<file path="src/rtl/tmr_pkg.sv">
package tmr_pkg;

    typedef enum logic [1:0] {
        MODE_RUN   = 2'd0,
        MODE_CLEAR = 2'd1,
        MODE_FILL  = 2'd2,
        MODE_SPLIT = 2'd3
    } mode_e;

    typedef enum logic {
        OS_IDLE  = 1'b0,
        OS_PULSE = 1'b1
    } os_state_e;

endpackage

</file>
<file path="src/rtl/tmr_edge_sync.sv">
module tmr_edge_sync #(
    parameter int SYNC_STAGES = 2
) (
    input  logic clk,
    input  logic rst_n,
    input  logic async_in,
    output logic fall
);
    logic [SYNC_STAGES-1:0] sync_q;
    logic                   last_q;

    // Shift register samples the asynchronous input; last_q holds the
    // previous synchronized level for edge detection.
    always_ff @(posedge clk or negedge rst_n) begin
        if (!rst_n) begin
            sync_q <= '0;
            last_q <= 1'b0;
        end else begin
            sync_q <= {sync_q[SYNC_STAGES-2:0], async_in};
            last_q <= sync_q[SYNC_STAGES-1];
        end
    end

    assign fall = last_q & ~sync_q[SYNC_STAGES-1];

endmodule

</file>
<file path="src/rtl/tmr_mode_ctl.sv">
module tmr_mode_ctl
    import tmr_pkg::*;
(
    input  logic  skip8,
    input  logic  fill,
    input  logic  clr,
    output mode_e mode
);
    // Split test takes precedence, then clear over fill.
    always_comb begin
        if (skip8 && fill && clr) begin
            mode = MODE_SPLIT;
        end else if (clr) begin
            mode = MODE_CLEAR;
        end else if (fill) begin
            mode = MODE_FILL;
        end else begin
            mode = MODE_RUN;
        end
    end

endmodule

</file>
<file path="src/rtl/tmr_chain.sv">
module tmr_chain
    import tmr_pkg::*;
#(
    parameter int STAGES = 24,
    parameter int SECT   = 8
) (
    input  logic              clk,
    input  logic              rst_n,
    input  mode_e             mode,
    input  logic              fall,
    input  logic              hold,
    input  logic              skip8,
    output logic [STAGES-1:0] cnt
);
    localparam int NSECT = STAGES / SECT;
    localparam int HI_W  = STAGES - SECT;
    localparam logic [STAGES-1:0] ONE_FULL = STAGES'(1);
    localparam logic [HI_W-1:0]   ONE_HI   = HI_W'(1);
    localparam logic [SECT-1:0]   ONE_SEC  = SECT'(1);

    logic [STAGES-1:0] cnt_q, cnt_d, split_inc, series_inc;
    logic              step;

    // Independent per-section increment for split test mode.
    generate
        for (genvar s = 0; s < NSECT; s++) begin : g_sect
            assign split_inc[s*SECT +: SECT] = cnt_q[s*SECT +: SECT] + ONE_SEC;
        end
    endgenerate

    // Series increment: full chain, or upper stages only when bypassing.
    always_comb begin
        if (skip8) begin
            series_inc = {cnt_q[STAGES-1:SECT] + ONE_HI, cnt_q[SECT-1:0]};
        end else begin
            series_inc = cnt_q + ONE_FULL;
        end
    end

    assign step = fall & ~hold;

    always_comb begin
        cnt_d = cnt_q;
        unique case (mode)
            MODE_CLEAR: cnt_d = '0;
            MODE_FILL:  cnt_d = '1;
            MODE_SPLIT: if (step) cnt_d = split_inc;
            MODE_RUN:   if (step) cnt_d = series_inc;
            default:    cnt_d = cnt_q;
        endcase
    end

    always_ff @(posedge clk or negedge rst_n) begin
        if (!rst_n) begin
            cnt_q <= '0;
        end else begin
            cnt_q <= cnt_d;
        end
    end

    assign cnt = cnt_q;

endmodule

</file>
<file path="src/rtl/tmr_tap_mux.sv">
module tmr_tap_mux #(
    parameter int STAGES = 24,
    parameter int SECT   = 8,
    parameter int SEL_W  = 4
) (
    input  logic [STAGES-1:0] cnt,
    input  logic [SEL_W-1:0]  sel,
    output logic              tap
);
    localparam int TAPS = STAGES - SECT;

    logic [TAPS-1:0] upper;

    assign upper = cnt[STAGES-1:SECT];
    assign tap   = upper[sel];

endmodule

</file>
<file path="src/rtl/tmr_oneshot.sv">
module tmr_oneshot
    import tmr_pkg::*;
#(
    parameter int LEN_W = 8
) (
    input  logic             clk,
    input  logic             rst_n,
    input  logic             en,
    input  logic             level,
    input  logic [LEN_W-1:0] len,
    output logic             pulse
);
    localparam logic [LEN_W-1:0] ONE_LEN = LEN_W'(1);

    os_state_e        st_q, st_d;
    logic [LEN_W-1:0] left_q, left_d;
    logic             level_q;
    logic             rise;

    assign rise = en & level & ~level_q;

    // State register.
    always_ff @(posedge clk or negedge rst_n) begin
        if (!rst_n) begin
            st_q    <= OS_IDLE;
            left_q  <= '0;
            level_q <= 1'b0;
        end else begin
            st_q    <= st_d;
            left_q  <= left_d;
            level_q <= level;
        end
    end

    // Transitions: IDLE->PULSE on an enabled rise with non-zero width,
    // PULSE->IDLE when the remaining count reaches one.
    always_comb begin
        st_d   = st_q;
        left_d = left_q;
        unique case (st_q)
            OS_IDLE: begin
                if (rise && (len != '0)) begin
                    st_d   = OS_PULSE;
                    left_d = len;
                end
            end
            OS_PULSE: begin
                if (left_q == ONE_LEN) begin
                    st_d = OS_IDLE;
                end else begin
                    left_d = left_q - ONE_LEN;
                end
            end
            default: st_d = OS_IDLE;
        endcase
    end

    // Output process.
    always_comb begin
        pulse = (st_q == OS_PULSE);
    end

endmodule

</file>
<file path="src/rtl/prog_timer.sv">
module prog_timer
    import tmr_pkg::*;
#(
    parameter int STAGES = 24,
    parameter int SECT   = 8,
    parameter int SEL_W  = 4,
    parameter int LEN_W  = 8
) (
    input  logic              clk,
    input  logic              rst_n,
    input  logic              tin,
    input  logic              hold,
    input  logic              fill,
    input  logic              clr,
    input  logic              skip8,
    input  logic [SEL_W-1:0]  tap_sel,
    input  logic              pulse_en,
    input  logic [LEN_W-1:0]  pulse_len,
    output logic              decode_out,
    output logic [STAGES-1:0] count_q
);
    mode_e mode;
    logic  fall;
    logic  tap;
    logic  os_pulse;

    tmr_edge_sync #(.SYNC_STAGES(2)) u_sync (
        .clk      (clk),
        .rst_n    (rst_n),
        .async_in (tin),
        .fall     (fall)
    );

    tmr_mode_ctl u_mode (
        .skip8 (skip8),
        .fill  (fill),
        .clr   (clr),
        .mode  (mode)
    );

    tmr_chain #(.STAGES(STAGES), .SECT(SECT)) u_chain (
        .clk   (clk),
        .rst_n (rst_n),
        .mode  (mode),
        .fall  (fall),
        .hold  (hold),
        .skip8 (skip8),
        .cnt   (count_q)
    );

    tmr_tap_mux #(.STAGES(STAGES), .SECT(SECT), .SEL_W(SEL_W)) u_tap (
        .cnt (count_q),
        .sel (tap_sel),
        .tap (tap)
    );

    tmr_oneshot #(.LEN_W(LEN_W)) u_os (
        .clk   (clk),
        .rst_n (rst_n),
        .en    (pulse_en),
        .level (tap),
        .len   (pulse_len),
        .pulse (os_pulse)
    );

    assign decode_out = pulse_en ? os_pulse : tap;

endmodule

</file>
<file path="config.mk">
export PLATFORM = sky130hd
export DESIGN_NAME = prog_timer
export DESIGN_NICKNAME = d
export VERILOG_FILES = /design/src/rtl/tmr_pkg.sv /design/src/rtl/tmr_edge_sync.sv /design/src/rtl/tmr_mode_ctl.sv /design/src/rtl/tmr_chain.sv /design/src/rtl/tmr_tap_mux.sv /design/src/rtl/tmr_oneshot.sv /design/src/rtl/prog_timer.sv
export SDC_FILE = /design/constraint.sdc
export NUM_CORES = 1
export LEC_CHECK = 0
export BUFFER_PORTS_ARGS = -buffer_cell sky130_fd_sc_hd__buf_2
export CORE_ASPECT_RATIO = 1.75
export CORE_UTILIZATION = 36
export CTS_CLUSTER_SIZE = 40
export DETAILED_ROUTE_END_ITERATION = 10
export GPL_TIMING_DRIVEN = 1
export SYNTH_ARGS = -nofsm -noshare
export SYNTH_HDL_FRONTEND = slang
export SYNTH_HIERARCHICAL = 1
export SYNTH_SLANG_ARGS = --single-unit
</file>
<file path="constraint.sdc">
create_clock -name clk -period 6.5 [get_ports clk]
set_clock_uncertainty 0.15 [all_clocks]
set_input_delay 0.65 -clock clk [delete_from_list [all_inputs] [get_ports clk]]
set_output_delay 0.65 -clock clk [all_outputs]
set_load 0.005 [all_outputs]
</file>
---- After elaboration in Yosys (flattened, before gate mapping) ----
Index checks and enable logic that the tools add are counted.
storage, ports and cells
  flip-flop bits (word level) ............. 37
  output and inout port bits .............. 25
  input port bits ......................... 20
cells by class
  mux-type cells .......................... 16
  bitwise gates (word level) .............. 8
  eq/ne operators ......................... 9
  magnitude comparators ................... 1
  add/subtract/negate cells ............... 6
  reduce and logical (&&, ||, !) cells .... 8
operators with widths
  kind                                                                    count
  24-bit one-hot mux with 4 select lines                                  1
  24-bit 2-to-1 mux                                                       3
  24-bit by 1-bit adder with 24-bit output (second input constant)        1
  8-bit by 1-bit adder with 8-bit output (second input constant)          3
  16-bit by 1-bit adder with 16-bit output (second input constant)        1
  8-bit 2-to-1 mux                                                        2
  8-bit one-hot mux with 2 select lines                                   1
  8-bit by 1-bit equality test with 1-bit output (second input constant)  1
  8-bit nonzero test                                                      1
  8-bit by 1-bit subtractor with 8-bit output (second input constant)     1
  2-bit 2-to-1 mux                                                        3
  2-bit by 1-bit != test with 1-bit output (second input constant)        3
  4-bit by 5-bit < comparator with 1-bit output (second input constant)   1
  1-bit bitwise AND                                                       4
  1-bit binary-select mux with 4-bit select                               1
  2-bit equality test (second input constant)                             2
  1-bit 2-to-1 mux                                                        4
  2-bit != test (second input constant)                                   2
  1-bit inverter                                                          4
  2-bit AND reduction                                                     2
  1-bit logical AND                                                       3
  3-bit AND reduction                                                     1
  2-bit by 1-bit equality test with 1-bit output (second input constant)  1
  2-bit zero test                                                         1
  1-bit one-hot mux with 2 select lines                                   1

---- Longest topological paths before layout ----
  word-level depth ........................ 7
  depth in mapped cells ................... 8
  depth with buffers taken out ............ 7

---- By module ----
The synthesis kept the hierarchy.
modules (own cells, without submodules)
  module         instances  area each (µm²)  cells each
  tmr_chain      1          1788.0           201
  tmr_oneshot    1          653.1            69
  tmr_tap_mux    1          135.1            7
  tmr_edge_sync  1          88.8             4
  prog_timer     1          15.0             1
  tmr_mode_ctl   1          15.0             3

---- Worst setup path after synthesis ----
No wires, ideal clock.
  path kind ............................... input to output
  start point ............................. input port tap_sel[0]
  end point ............................... output port decode_out
  arrival time ............................ 1.667 ns
  required time ........................... 5.700 ns
  stages on the path ...................... 4
  buffers on the path ..................... 0
  slack ................................... 4.033 ns
  cells stage by stage .................... mux4_1 > mux2i_1 > mux2i_1 > mux2_4
on the way
  cells in the longest elaborated chain, start to end .. 3
ends and longest elaborated chain
  item                                       RTL line           text
  from (decl)                                prog_timer.sv:16   input logic [SEL_W-1:0] tap_sel,
  1-bit binary-select mux with 4-bit select  tmr_tap_mux.sv:15  assign tap = upper[sel];
  1-bit 2-to-1 mux (not written as such)     tmr_tap_mux.sv:15
  named net tap                              prog_timer.sv:24   logic tap;
  1-bit 2-to-1 mux                           prog_timer.sv:66   assign decode_out = pulse_en ? os_pulse : tap;
  to (decl)                                  prog_timer.sv:19   output logic decode_out,
The timed path passes the listed nets, and every way through them passes these cells. The select of a mux whose other input is x is not followed.

---- Worst setup path after layout ----
Ends and elaborated chain as after synthesis.

==> flow_results.org <==
** Run status
- Run status :: finished clean

** Worst setup path
- Crit Path Category :: primary input to output port
- STA classifies the critical path endpoint as an output port.
- Capturing instance or port of the critical path :: decode_out
- Length in cells of the worst reg-to-reg path :: 7
- STA puts the critical path data required time at 5700 ps.
- Of all nets on the critical path, the largest fanout is 4.
- Data arrives at the worst endpoint at 2010 ps.
- Reg2Reg Setup Slack :: 4150 ps
- The worst register-to-register path ends at u_os/left_q[4]$_DFFE_PN0P_.
- Origin of the critical flop-to-flop path :: u_chain/cnt[18]$_DFFE_PN0P_
- STA classifies the critical path startpoint as a primary input.
- The critical path starts at tap_sel[0].

** GRT
- Global routing used 18.6% of the available tracks.
- The number of global-route vias before repair came to 2238.
- The first global-routing pass estimated 10900 um of wire.
- Maximum number of pins on one net before global-route repair :: 51
- Number of antenna violations at the first check in global routing :: 0
- For this run the aggregate overflow at the end of global routing stands at 0.

** Floorplan
- Count of boundary I/O pins :: 45
- The initialized floorplan defines 41 standard-cell rows.
- Area of the die :: 7850 sq um
- Core region area :: 7230 sq um
- The die is 116 um tall.
- The initial utilization of the core area, before any placement, comes to 37.3%.
- Measured along the x axis, the die boundary spans 67.4 um.

** Timing
- For the pin with the worst max-slew slack, the measured transition is 843 ps.
- Measured against its own limit, the worst slew margin works out to 43.8%.
- Setup violations remaining at the end of the flow were counted as 0.
- Hold timing on the final database bottoms out at a slack of 197 ps.
- Setup repair after global routing missed its margin :: no
- The count of final max-slew check failures is 0.
- Final Hold Violating Endpoints :: 0
- Achievable clock frequency :: 356 MHz
- For the final routed database, the setup TNS stands at 0 ps.
- Final cycle utilization of the critical path :: 43.2%
- The smallest clock period supported by the final layout is computed as 2810 ps.

** Clock network
- Gates resized during post-CTS repair numbered 0.
- The tree built by TritonCTS fans out to 37 sinks.
- Longest Clk Path Bufs :: 2
- CTS built an H-tree with a depth of 2.
- For this design, the CTS-stage hold fixing added 0 buffers.
- Clock tree from TritonCTS :: done
- The later pin in the worst-skew pair is clocked with a latency of 290 ps.
- CTS Root Buffer Type :: clkbuf_16
- Buffers added to address setup during post-CTS repair amount to 0.
- Buffers inserted during clock tree synthesis total 5.
- Clock edge transition at the registers on the reported setup and hold paths :: 60 ps

** Synth
- Post-Synthesis Cells :: 285
- Post-synthesis cell type with the largest combined area :: dfrtp_1
- Summing every instance area after synthesis gives 2700 sq um.
- Post-synthesis net count :: 310
- Share of synthesized flip-flops with an asynchronous set or reset :: 100%
- After synthesis, the largest area contributor takes up 34.4% of total cell area.
- Yosys mapped the design onto 64 distinct sky130hd cell types.
- During synthesis, Yosys emitted a total of 6 warnings.
- For this run, the leading register cell type out of synthesis is dfrtp_1.
- By area the synthesized netlist is led by dfrtp_1 34%, o21ai_0 5.4%, a211oi_1 5.3%, and3_1 4.4%, mux4_1 3.9%.
- The synthesized design contains 0 enable-type register cells.
- Counting flops and latches in the post-synthesis netlist gives 37.
- Mean instance size in the synthesized netlist :: 9.46 sq um
- Sequential cells were found to cover 34.4% of the synthesized design area.

** Cells and area
- Fill cells in the final layout number 752.
- Register area :: 926 sq um
- The repair_antennas step left the layout with diodes totalling 0.
- Fraction of layout cells with a size suffix above 1 :: 23.8%
- Total number of nets in the final design :: 343
- Most common library cell in the layout ignoring fill and taps :: buf_2
- Once layout is complete, the utilization of the core stands at 42.0%.
- From synthesis to final layout, the design area changed by 12.7%.
- The top cell types in the final layout, fill and taps aside, are 44 x buf_2, 37 x dfrtp_1, 29 x o21ai_0.
- Summing all multi-input logic gate instances after layout gives 1580 sq um.

** Placement
- Detailed-placement wirelength estimate :: 4820 um
- Routability-driven placement finished with a final weighted congestion of 0.778.
- The count of buffers added on input and output ports is 44.

** Route
- Violation count after the first detailed-route iteration :: 119
- For this run, the detailed router's first-pass iteration total came to 4.
- Count of unresolved DRC violations after routing :: 0
- Dividing the detail-routed wire length by the instance count gives 16.9 um.
- Total wirelength of the detailed-routed design :: 6860 um
- Once detail routing completed, the nets flagged for antenna violations numbered 0.
- Per-cell via count in the routed design :: 6.00
- Vias post-DR :: 2431

** Power and ir drop
- P_leak :: 1.37 nW
- In this run the power density over the cells is 209 nW/um^2.
- Peak supply drop :: 0.101 mV

** Flow run
- Across the run, the number of max-cap violations was 0.

** Min path
- Type of the most critical hold path :: flop to flop
-- power by group --
group | switching [mW] | internal (mW) | leakage [nW] | total, mW
registers | 0.0309 | 0.249 | 0.433 | 0.280
clock network | 0.101 | 0.143 | 0.0738 | 0.244
logic | 0.0578 | 0.0522 | 0.864 | 0.110
-- kinds of logic after synthesis --
kind of cell             Yosys count  share of synthesized area (%)
AO/OA/AOI/OAI                    113                           29.8
XOR/XNOR                           2                          0.650
adder cells (fa/ha/maj)            5                           2.32
buffers and inverters             31                           7.43
flip-flops                        37                           34.4
multiplexers                       9                           5.94
AND/OR/NAND/NOR                   88                           19.5
-- per-stage QoR --
step / area [sq um] / cells / setup slack [ps] / total power, mW
after floorplan: 2700 / 285 / 4030 / 0.346
after global routing: 3040 / 405 / 3600 / 0.667
after CTS: 3040 / 405 / 3670 / 0.643
after global placement: 2890 / 397 / 3730 / 0.392
after detailed placement: 2890 / 397 / 3680 / 0.395
final: 3040 / 405 / 3690 / 0.634
-- cells in the mapped netlist, types with 5 or more instances --
cell type and count:
dfrtp_1 37, o31ai_1 7, o21ai_0 29, nor3_1 6
inv_1 11, nand2_1 13, ha_1 5, a211oi_1 19
a31oi_1 13, a21oi_1 12, clkbuf_8 5, and3_1 19
clkbuf_1 8, nor2_1 15
-- final cells by class --
type / count / area share, %
timing repair buffer: 46 / 7.74
multi-input combinational: 217 / 52.0
clock inverter: 3 / 0.741
clock buffer: 5 / 4.12
sequential: 37 / 30.5
inverter: 11 / 1.36
tap: 86 / 3.54
-- worst max-delay path, stage by stage --
cell,delay (ps)
buf_2,140
mux4_1,550
mux2i_1,160
mux2i_1,120
mux2_4,270
buf_2,120
-- routing by layer --
metal  up-vias  wire length, um  GRT usage (%)  share of wire (%)
li1       1177                -              -                  -
met3        11              335           4.10                4.9
met2        78             3510           31.7                 51
met5         -                0              0                  0
met4         0              173           8.09                2.5
met1      1165             2840           21.7                 41
-- state kept, by name, summed over array words and instances (netlist names) --
signal,count
u_chain/cnt,24
u_os/left_q,8
u_sync/sync_q,2
u_os/level_q,1
u_os/pulse,1
u_sync/last_q,1
-- worst min-delay path by stage --
stage / start / endpoint / slack [ps] / cells after the start
after CTS: u_sync/sync_q[0]$_DFF_PN0_ / u_sync/sync_q[1]$_DFF_PN0_ / 200 / 0
after global routing: u_sync/sync_q[0]$_DFF_PN0_ / u_sync/sync_q[1]$_DFF_PN0_ / 220 / 0
final: u_sync/sync_q[0]$_DFF_PN0_ / u_sync/sync_q[1]$_DFF_PN0_ / 200 / 0
after detailed placement: u_sync/sync_q[0]$_DFF_PN0_ / u_sync/sync_q[1]$_DFF_PN0_ / 190 / 0
after global placement: u_sync/sync_q[0]$_DFF_PN0_ / u_sync/sync_q[1]$_DFF_PN0_ / 190 / 0
after floorplan: u_sync/sync_q[0]$_DFF_PN0_ / u_sync/sync_q[1]$_DFF_PN0_ / 180 / 0
Note: power is estimated with default switching activity, not from simulation.
